$ cat src/rtl/dsc_pkg.sv
package dsc_pkg;

    typedef enum logic [1:0] {
        SW_OFF = 2'b00,
        SW_BC  = 2'b01,
        SW_AB  = 2'b10,
        SW_C   = 2'b11
    } sw_state_t;

    typedef enum logic {
        UV_LOCKED = 1'b0,
        UV_RUN    = 1'b1
    } uv_state_t;

    typedef enum logic {
        TH_NORMAL   = 1'b0,
        TH_SHUTDOWN = 1'b1
    } th_state_t;

    // pole vector layout: bit0 = A, bit1 = B, bit2 = C
    function automatic logic [2:0] pole_map(sw_state_t s);
        logic [2:0] p;
        unique case (s)
            SW_OFF:  p = 3'b000;
            SW_BC:   p = 3'b110;
            SW_AB:   p = 3'b011;
            SW_C:    p = 3'b100;
            default: p = 3'b000;
        endcase
        return p;
    endfunction

endpackage

$ cat src/rtl/dsc_sync.sv
module dsc_sync #(
    parameter int              W       = 1,
    parameter int              STAGES  = 2,
    parameter logic [W-1:0]    RST_VAL = '0
) (
    input  logic         clk,
    input  logic         rst_n,
    input  logic [W-1:0] d_i,
    output logic [W-1:0] q_o
);
    logic [W-1:0] stage_q [STAGES];

    always_ff @(posedge clk or negedge rst_n) begin
        if (!rst_n) begin
            for (int i = 0; i < STAGES; i++) stage_q[i] <= RST_VAL;
        end else begin
            stage_q[0] <= d_i;
            for (int i = 1; i < STAGES; i++) stage_q[i] <= stage_q[i-1];
        end
    end

    assign q_o = stage_q[STAGES-1];
endmodule

$ cat src/rtl/dsc_uv_fsm.sv
module dsc_uv_fsm
    import dsc_pkg::*;
#(
    parameter int VDD_W  = 10,
    parameter int V_FALL = 300,
    parameter int V_RISE = 340
) (
    input  logic             clk,
    input  logic             rst_n,
    input  logic [VDD_W-1:0] vdd_code_i,
    output logic             lockout_o
);
    localparam logic [VDD_W-1:0] FALL_LVL = VDD_W'(V_FALL);
    localparam logic [VDD_W-1:0] RISE_LVL = VDD_W'(V_RISE);

    uv_state_t state_q, state_d;

    always_ff @(posedge clk or negedge rst_n) begin
        if (!rst_n) state_q <= UV_LOCKED;
        else        state_q <= state_d;
    end

    always_comb begin
        state_d = state_q;
        unique case (state_q)
            UV_LOCKED: if (vdd_code_i >= RISE_LVL) state_d = UV_RUN;
            UV_RUN:    if (vdd_code_i <= FALL_LVL) state_d = UV_LOCKED;
            default:   state_d = UV_LOCKED;
        endcase
    end

    always_comb begin
        unique case (state_q)
            UV_RUN:  lockout_o = 1'b0;
            default: lockout_o = 1'b1;
        endcase
    end
endmodule

$ cat src/rtl/dsc_therm_fsm.sv
module dsc_therm_fsm
    import dsc_pkg::*;
#(
    parameter int TEMP_W   = 8,
    parameter int MARG_W   = 5,
    parameter int T_ON     = 125,
    parameter int MARG_MIN = 10,
    parameter int MARG_MAX = 25
) (
    input  logic              clk,
    input  logic              rst_n,
    input  logic [TEMP_W-1:0] temp_code_i,
    input  logic [MARG_W-1:0] margin_i,
    output logic              shutdown_o
);
    localparam logic [TEMP_W-1:0] TRIP_LVL = TEMP_W'(T_ON);
    localparam logic [MARG_W-1:0] M_LO     = MARG_W'(MARG_MIN);
    localparam logic [MARG_W-1:0] M_HI     = MARG_W'(MARG_MAX);

    th_state_t         state_q, state_d;
    logic [MARG_W-1:0] margin_eff;
    logic [TEMP_W-1:0] release_lvl;

    always_comb begin
        if (margin_i < M_LO)      margin_eff = M_LO;
        else if (margin_i > M_HI) margin_eff = M_HI;
        else                      margin_eff = margin_i;
        release_lvl = TRIP_LVL - TEMP_W'(margin_eff);
    end

    always_ff @(posedge clk or negedge rst_n) begin
        if (!rst_n) state_q <= TH_NORMAL;
        else        state_q <= state_d;
    end

    always_comb begin
        state_d = state_q;
        unique case (state_q)
            TH_NORMAL:   if (temp_code_i >= TRIP_LVL)    state_d = TH_SHUTDOWN;
            TH_SHUTDOWN: if (temp_code_i <= release_lvl) state_d = TH_NORMAL;
            default:     state_d = TH_NORMAL;
        endcase
    end

    always_comb begin
        unique case (state_q)
            TH_SHUTDOWN: shutdown_o = 1'b1;
            default:     shutdown_o = 1'b0;
        endcase
    end
endmodule

$ cat src/rtl/dsc_channel.sv
module dsc_channel
    import dsc_pkg::*;
(
    input  logic       clk,
    input  logic       rst_n,
    input  logic [1:0] sel_i,
    input  logic       hold_i,
    input  logic       clear_i,
    input  logic       force_open_i,
    output logic [1:0] state_o,
    output logic [2:0] poles_o
);
    sw_state_t state_q, state_d;

    always_comb begin
        state_d = state_q;
        if (clear_i)      state_d = SW_OFF;
        else if (!hold_i) state_d = sw_state_t'(sel_i);
    end

    always_ff @(posedge clk or negedge rst_n) begin
        if (!rst_n) state_q <= SW_OFF;
        else        state_q <= state_d;
    end

    always_ff @(posedge clk or negedge rst_n) begin
        if (!rst_n)                      poles_o <= 3'b000;
        else if (force_open_i || clear_i) poles_o <= 3'b000;
        else                             poles_o <= pole_map(state_d);
    end

    assign state_o = state_q;
endmodule

$ cat src/rtl/dual_switch_ctrl.sv
module dual_switch_ctrl #(
    parameter int NCH      = 2,
    parameter int SYNC_N   = 2,
    parameter int VDD_W    = 10,
    parameter int V_FALL   = 300,
    parameter int V_RISE   = 340,
    parameter int TEMP_W   = 8,
    parameter int MARG_W   = 5,
    parameter int T_ON     = 125,
    parameter int MARG_MIN = 10,
    parameter int MARG_MAX = 25
) (
    input  logic              clk,
    input  logic              rst_n,
    input  logic [NCH*2-1:0]  sel_i,
    input  logic              hold_i,
    input  logic              flag_line_i,
    output logic              flag_pull_o,
    input  logic [VDD_W-1:0]  vdd_code_i,
    input  logic [TEMP_W-1:0] temp_code_i,
    input  logic [MARG_W-1:0] therm_margin_i,
    output logic [NCH*3-1:0]  poles_o
);
    localparam int CTRL_W = NCH*2 + 2;

    logic [CTRL_W-1:0] ctrl_raw, ctrl_s;
    logic [NCH*2-1:0]  sel_s;
    logic              hold_s;
    logic              flag_s;
    logic              uv_lock;
    logic              th_shut;
    logic              force_open;
    logic [NCH*2-1:0]  held_flat;

    assign ctrl_raw = {flag_line_i, hold_i, sel_i};

    dsc_sync #(
        .W       (CTRL_W),
        .STAGES  (SYNC_N),
        .RST_VAL ({1'b1, {(CTRL_W-1){1'b0}}})
    ) u_sync (
        .clk   (clk),
        .rst_n (rst_n),
        .d_i   (ctrl_raw),
        .q_o   (ctrl_s)
    );

    assign sel_s  = ctrl_s[NCH*2-1:0];
    assign hold_s = ctrl_s[NCH*2];
    assign flag_s = ctrl_s[NCH*2+1];

    dsc_uv_fsm #(
        .VDD_W  (VDD_W),
        .V_FALL (V_FALL),
        .V_RISE (V_RISE)
    ) u_uv (
        .clk        (clk),
        .rst_n      (rst_n),
        .vdd_code_i (vdd_code_i),
        .lockout_o  (uv_lock)
    );

    dsc_therm_fsm #(
        .TEMP_W   (TEMP_W),
        .MARG_W   (MARG_W),
        .T_ON     (T_ON),
        .MARG_MIN (MARG_MIN),
        .MARG_MAX (MARG_MAX)
    ) u_therm (
        .clk         (clk),
        .rst_n       (rst_n),
        .temp_code_i (temp_code_i),
        .margin_i    (therm_margin_i),
        .shutdown_o  (th_shut)
    );

    assign flag_pull_o = th_shut;
    assign force_open  = th_shut | ~flag_s;

    for (genvar c = 0; c < NCH; c++) begin : g_ch
        dsc_channel u_ch (
            .clk          (clk),
            .rst_n        (rst_n),
            .sel_i        (sel_s[c*2 +: 2]),
            .hold_i       (hold_s),
            .clear_i      (uv_lock),
            .force_open_i (force_open),
            .state_o      (held_flat[c*2 +: 2]),
            .poles_o      (poles_o[c*3 +: 3])
        );
    end
endmodule

$ cat config.mk
export PLATFORM = sky130hd
export DESIGN_NAME = dual_switch_ctrl
export DESIGN_NICKNAME = d
export VERILOG_FILES = /design/src/rtl/dsc_pkg.sv /design/src/rtl/dsc_sync.sv /design/src/rtl/dsc_uv_fsm.sv /design/src/rtl/dsc_therm_fsm.sv /design/src/rtl/dsc_channel.sv /design/src/rtl/dual_switch_ctrl.sv
export SDC_FILE = /design/constraint.sdc
export NUM_CORES = 1
export LEC_CHECK = 0
export ABC_AREA = 1
export CAP_MARGIN = 20
export CORE_UTILIZATION = 45
export DETAILED_ROUTE_END_ITERATION = 8
export HOLD_SLACK_MARGIN = 0.03
export PLACE_DENSITY = 0.79
export SYNTH_ARGS = -nofsm -noshare
export SYNTH_HDL_FRONTEND = slang
export SYNTH_SLANG_ARGS = --single-unit
export TNS_END_PERCENT = 20
$ cat constraint.sdc
create_clock -name clk -period 1.6 [get_ports clk]
set_input_delay 0.32 -clock clk [delete_from_list [all_inputs] [get_ports clk]]
set_output_delay 0.32 -clock clk [all_outputs]
set_load 0.05 [all_outputs]
==> results.json <==
{
  "cts.sinks": 24,
  "fin_skew_ps": 1.25,
  "row_count": 18,
  "status": "finished, violations left",
  "final.min_clock_period_ps": 1680,
  "wl_mm": 2.43,
  "worst_ep_arrival_time_ps": 1880,
  "final_common_cell": "clkdlybuf4s50_1",
  "grtUsageTotal_pct": 18.6,
  "synth.distinct_cells": 21,
  "synth_edf_count": 0,
  "crit_family": "simple AND/OR/NAND/NOR gates",
  "synth_nets": 172,
  "worst_path_max_delay_cell": "ha_1",
  "drc": 0,
  "dieArea_um2": 2780,
  "final_net_count": 220,
  "dpl-instance-area_um2": 1570,
  "dp_hpwl_mm": 1.79,
  "vias_per_cell": 4.81,
  "cp_slowest_stage_delay_ps": 310,
  "fin_util_pct": 68.6,
  "gp_congestion": 0.799,
  "firstDrtPassIters": 4,
  "grt_pass1_wl_mm": 3.73,
  "crit_type": "input pin to flop",
  "postCtsHoldBufs": 0,
  "io_buffers": 37,
  "irDropWorstVdd_mv": 0.749,
  "fmax_ghz": 0.596,
  "final_cell_area_um2": 1680,
  "hold_violations": 0,
  "setup_viol": 1,
  "async_flop_share_pct": 100,
  "htreeDepth": 1,
  "syn_to_final_growth_pct": 45.6,
  "p_leak_nw": 0.834,
  "violations": "negative setup slack",
  "worstPathMaxFanout": 3,
  "die_h_um": 52.7,
  "drtAntennaViolNets": 0,
  "synth_seq_cells": 24,
  "layout-drive-gt1-share_pct": 28.1,
  "grt_pass1_vias": 992,
  "post-place-ws_ps": -865,
  "final_cell_mix": "clkdlybuf4s50_1 (26), nand2_1 (24), dfrtp_1 (22), nor2_1 (15), inv_1 (14)",
  "worstSkewPairLatency_ps": 300,
  "core_area_um2": 2450,
  "yosysTopAreaCell": "dfrtp_1",
  "fp.dieW_um": 52.7,
  "drv_slew": 0,
  "antenna_found_initial": 0,
  "io_pins": 38,
  "yosys_warnings": 0,
  "synthTopCellsByArea": "dfrtp_1 (48%), ha_1 (9.7%), nand2_1 (8.8%)",
  "drt_iter0_drc": 11,
  "grt_max_degree": 25,
  "syn-instance-count": 132,
  "placedCellCount": 202,
  "crit_chain": "buf_6, nor2_4, inv_2, nand2_4, nor2_4, nor3_2, ha_2, ha_1, nand2_4, inv_1, nand2_1, nand2_1, nand2_1, nand2_1, nand2_1, nand2_1",
  "drv_cap": 0,
  "cts_made_buffers": 3,
  "stdcell_count": 208,
  "start_util_pct": 47.1,
  "synth_ff_type": "dfrtp_1",
  "cp-start-kind": "input pin",
  "crit_top_cell": "nand2_1",
  "endpoint_kind": "flop",
  "globalRouteOverflowTotal": 0,
  "syn-cell-area_um2": 1160,
  "critPathBufInv": 3,
  "rsz0062_at_grt": "true",
  "clkTransAtPathRegs_ps": 110,
  "synth_area_per_cell_um2": 8.76,
  "hp-class": "input pin to asynchronous set/reset pin",
  "via_count": 1001,
  "synth_top_cell_area_share_pct": 47.6,
  "cp.required_ps": 1800,
  "yosysSeqAreaShare_pct": 52.2,
  "wire_per_inst_um": 11.7,
  "layout_setup_ws_ps": -78.6,
  "tritoncts": "built",
  "n_antenna_cell": 0,
  "cts-root-buf": "clkbuf_4",
  "post-route-period-util_pct": 105,
  "clock_path_buffers": 2,
  "p_per_area_nw_per_um2": 899
}
==> cell families (layout without fill, tap and decap cells) <==
kind of cell	Yosys count	count (layout)	share of synthesized area, %
AOI/OAI and AO/OA	10	10	4.87
xor gates and xnor gates	1	1	0.758
adders and majority gates	9	9	9.74
other	1	1	0.324
and+or+nand+nor	63	63	24.4
DFF	24	24	52.2
buffers and inverters	24	70	7.79
==> cell usage after synthesis (2+ instances only) <==
cell      n
nor3_1    6
a21oi_1   4
inv_2     6
nand3_1   5
nor2_1   18
nor3_2    2
nand2_1  27
dfrtp_1  22
nor2_2    3
dfstp_2   2
inv_1    17
ha_1      9
o21ai_1   3
==> per-layer routing <==
| layer | share of wire (%) | up-vias | track usage [%] |
|---|---|---|---|
| met5 | 0 | - | 0 |
| met4 | 1.7 | 0 | 7.89 |
| met3 | 4.8 | 4 | 3.48 |
| met2 | 56 | 38 | 39.0 |
| met1 | 37 | 461 | 16.4 |
| li1 | - | 498 | - |
==> sequential cells by signal (all words and copies together) (netlist names) <==
register	count
u_uv.state_q	1
g_ch.u_ch.poles_o	6
g_ch.u_ch.state_o	4
u_sync.q_o	6
u_therm.state_q	1
u_sync.stage_q	6
==> per-stage QoR <==
stage	hold slack (ps)	setup TNS, ps	power [mW]
after CTS	351	-57.1	1.52
after global placement	332	-785	1.21
after detailed placement	339	-865	1.24
after global routing	368	-165	1.61
after floorplan	24.4	-232	1.04
final	357	-78.6	1.51
==> what timing repair did <==
item / 4_1_cts / 5_1_grt
buffers inserted: 3 / 0
setup endpoints to repair: 1 / 1
pin swaps: 11 / 4
gates resized for setup: 35 / 4
==> final timing paths <==
| check | cells past startpoint | slack (ps) | endpoint | start |
|---|---|---|---|---|
| setup / recovery | 16 | -80 | u_therm.state_q$_DFF_PN0_ | therm_margin_i[2] |
| hold / removal | 2 | 360 | u_sync.stage_q[9]$_DFF_PN0_ | rst_n |
| setup reg to reg | 6 | 260 | g_ch[0].u_ch.poles_o[1]$_DFF_PN0_ | u_sync.q_o[4]$_DFF_PN0_ |
| hold reg to reg | 0 | 360 | u_sync.q_o[2]$_DFF_PN0_ | u_sync.stage_q[8]$_DFF_PN0_ |
| max in group asynchronous | 2 | 960 | u_sync.q_o[5]$_DFF_PN1_ | rst_n |
| min in group clk | 0 | 360 | u_sync.q_o[2]$_DFF_PN0_ | u_sync.stage_q[8]$_DFF_PN0_ |
==> power breakdown <==
part           switching [mW]  internal [mW]  leakage (nW)  total [mW]
combinational           0.310          0.229         0.526       0.539
sequential             0.0443          0.687         0.294       0.731
clock                   0.155         0.0877        0.0138       0.243
==> final cells by class <==
class | instances | area, um2
well taps | 30 | 37.5
repair buffers | 43 | 390
fillers | 205 | 772
clock buffers | 3 | 22.5
flip-flops and latches | 24 | 603
inverters | 24 | 95.1
multi-input cells | 84 | 534
Note: power is estimated with default switching activity, not from simulation.
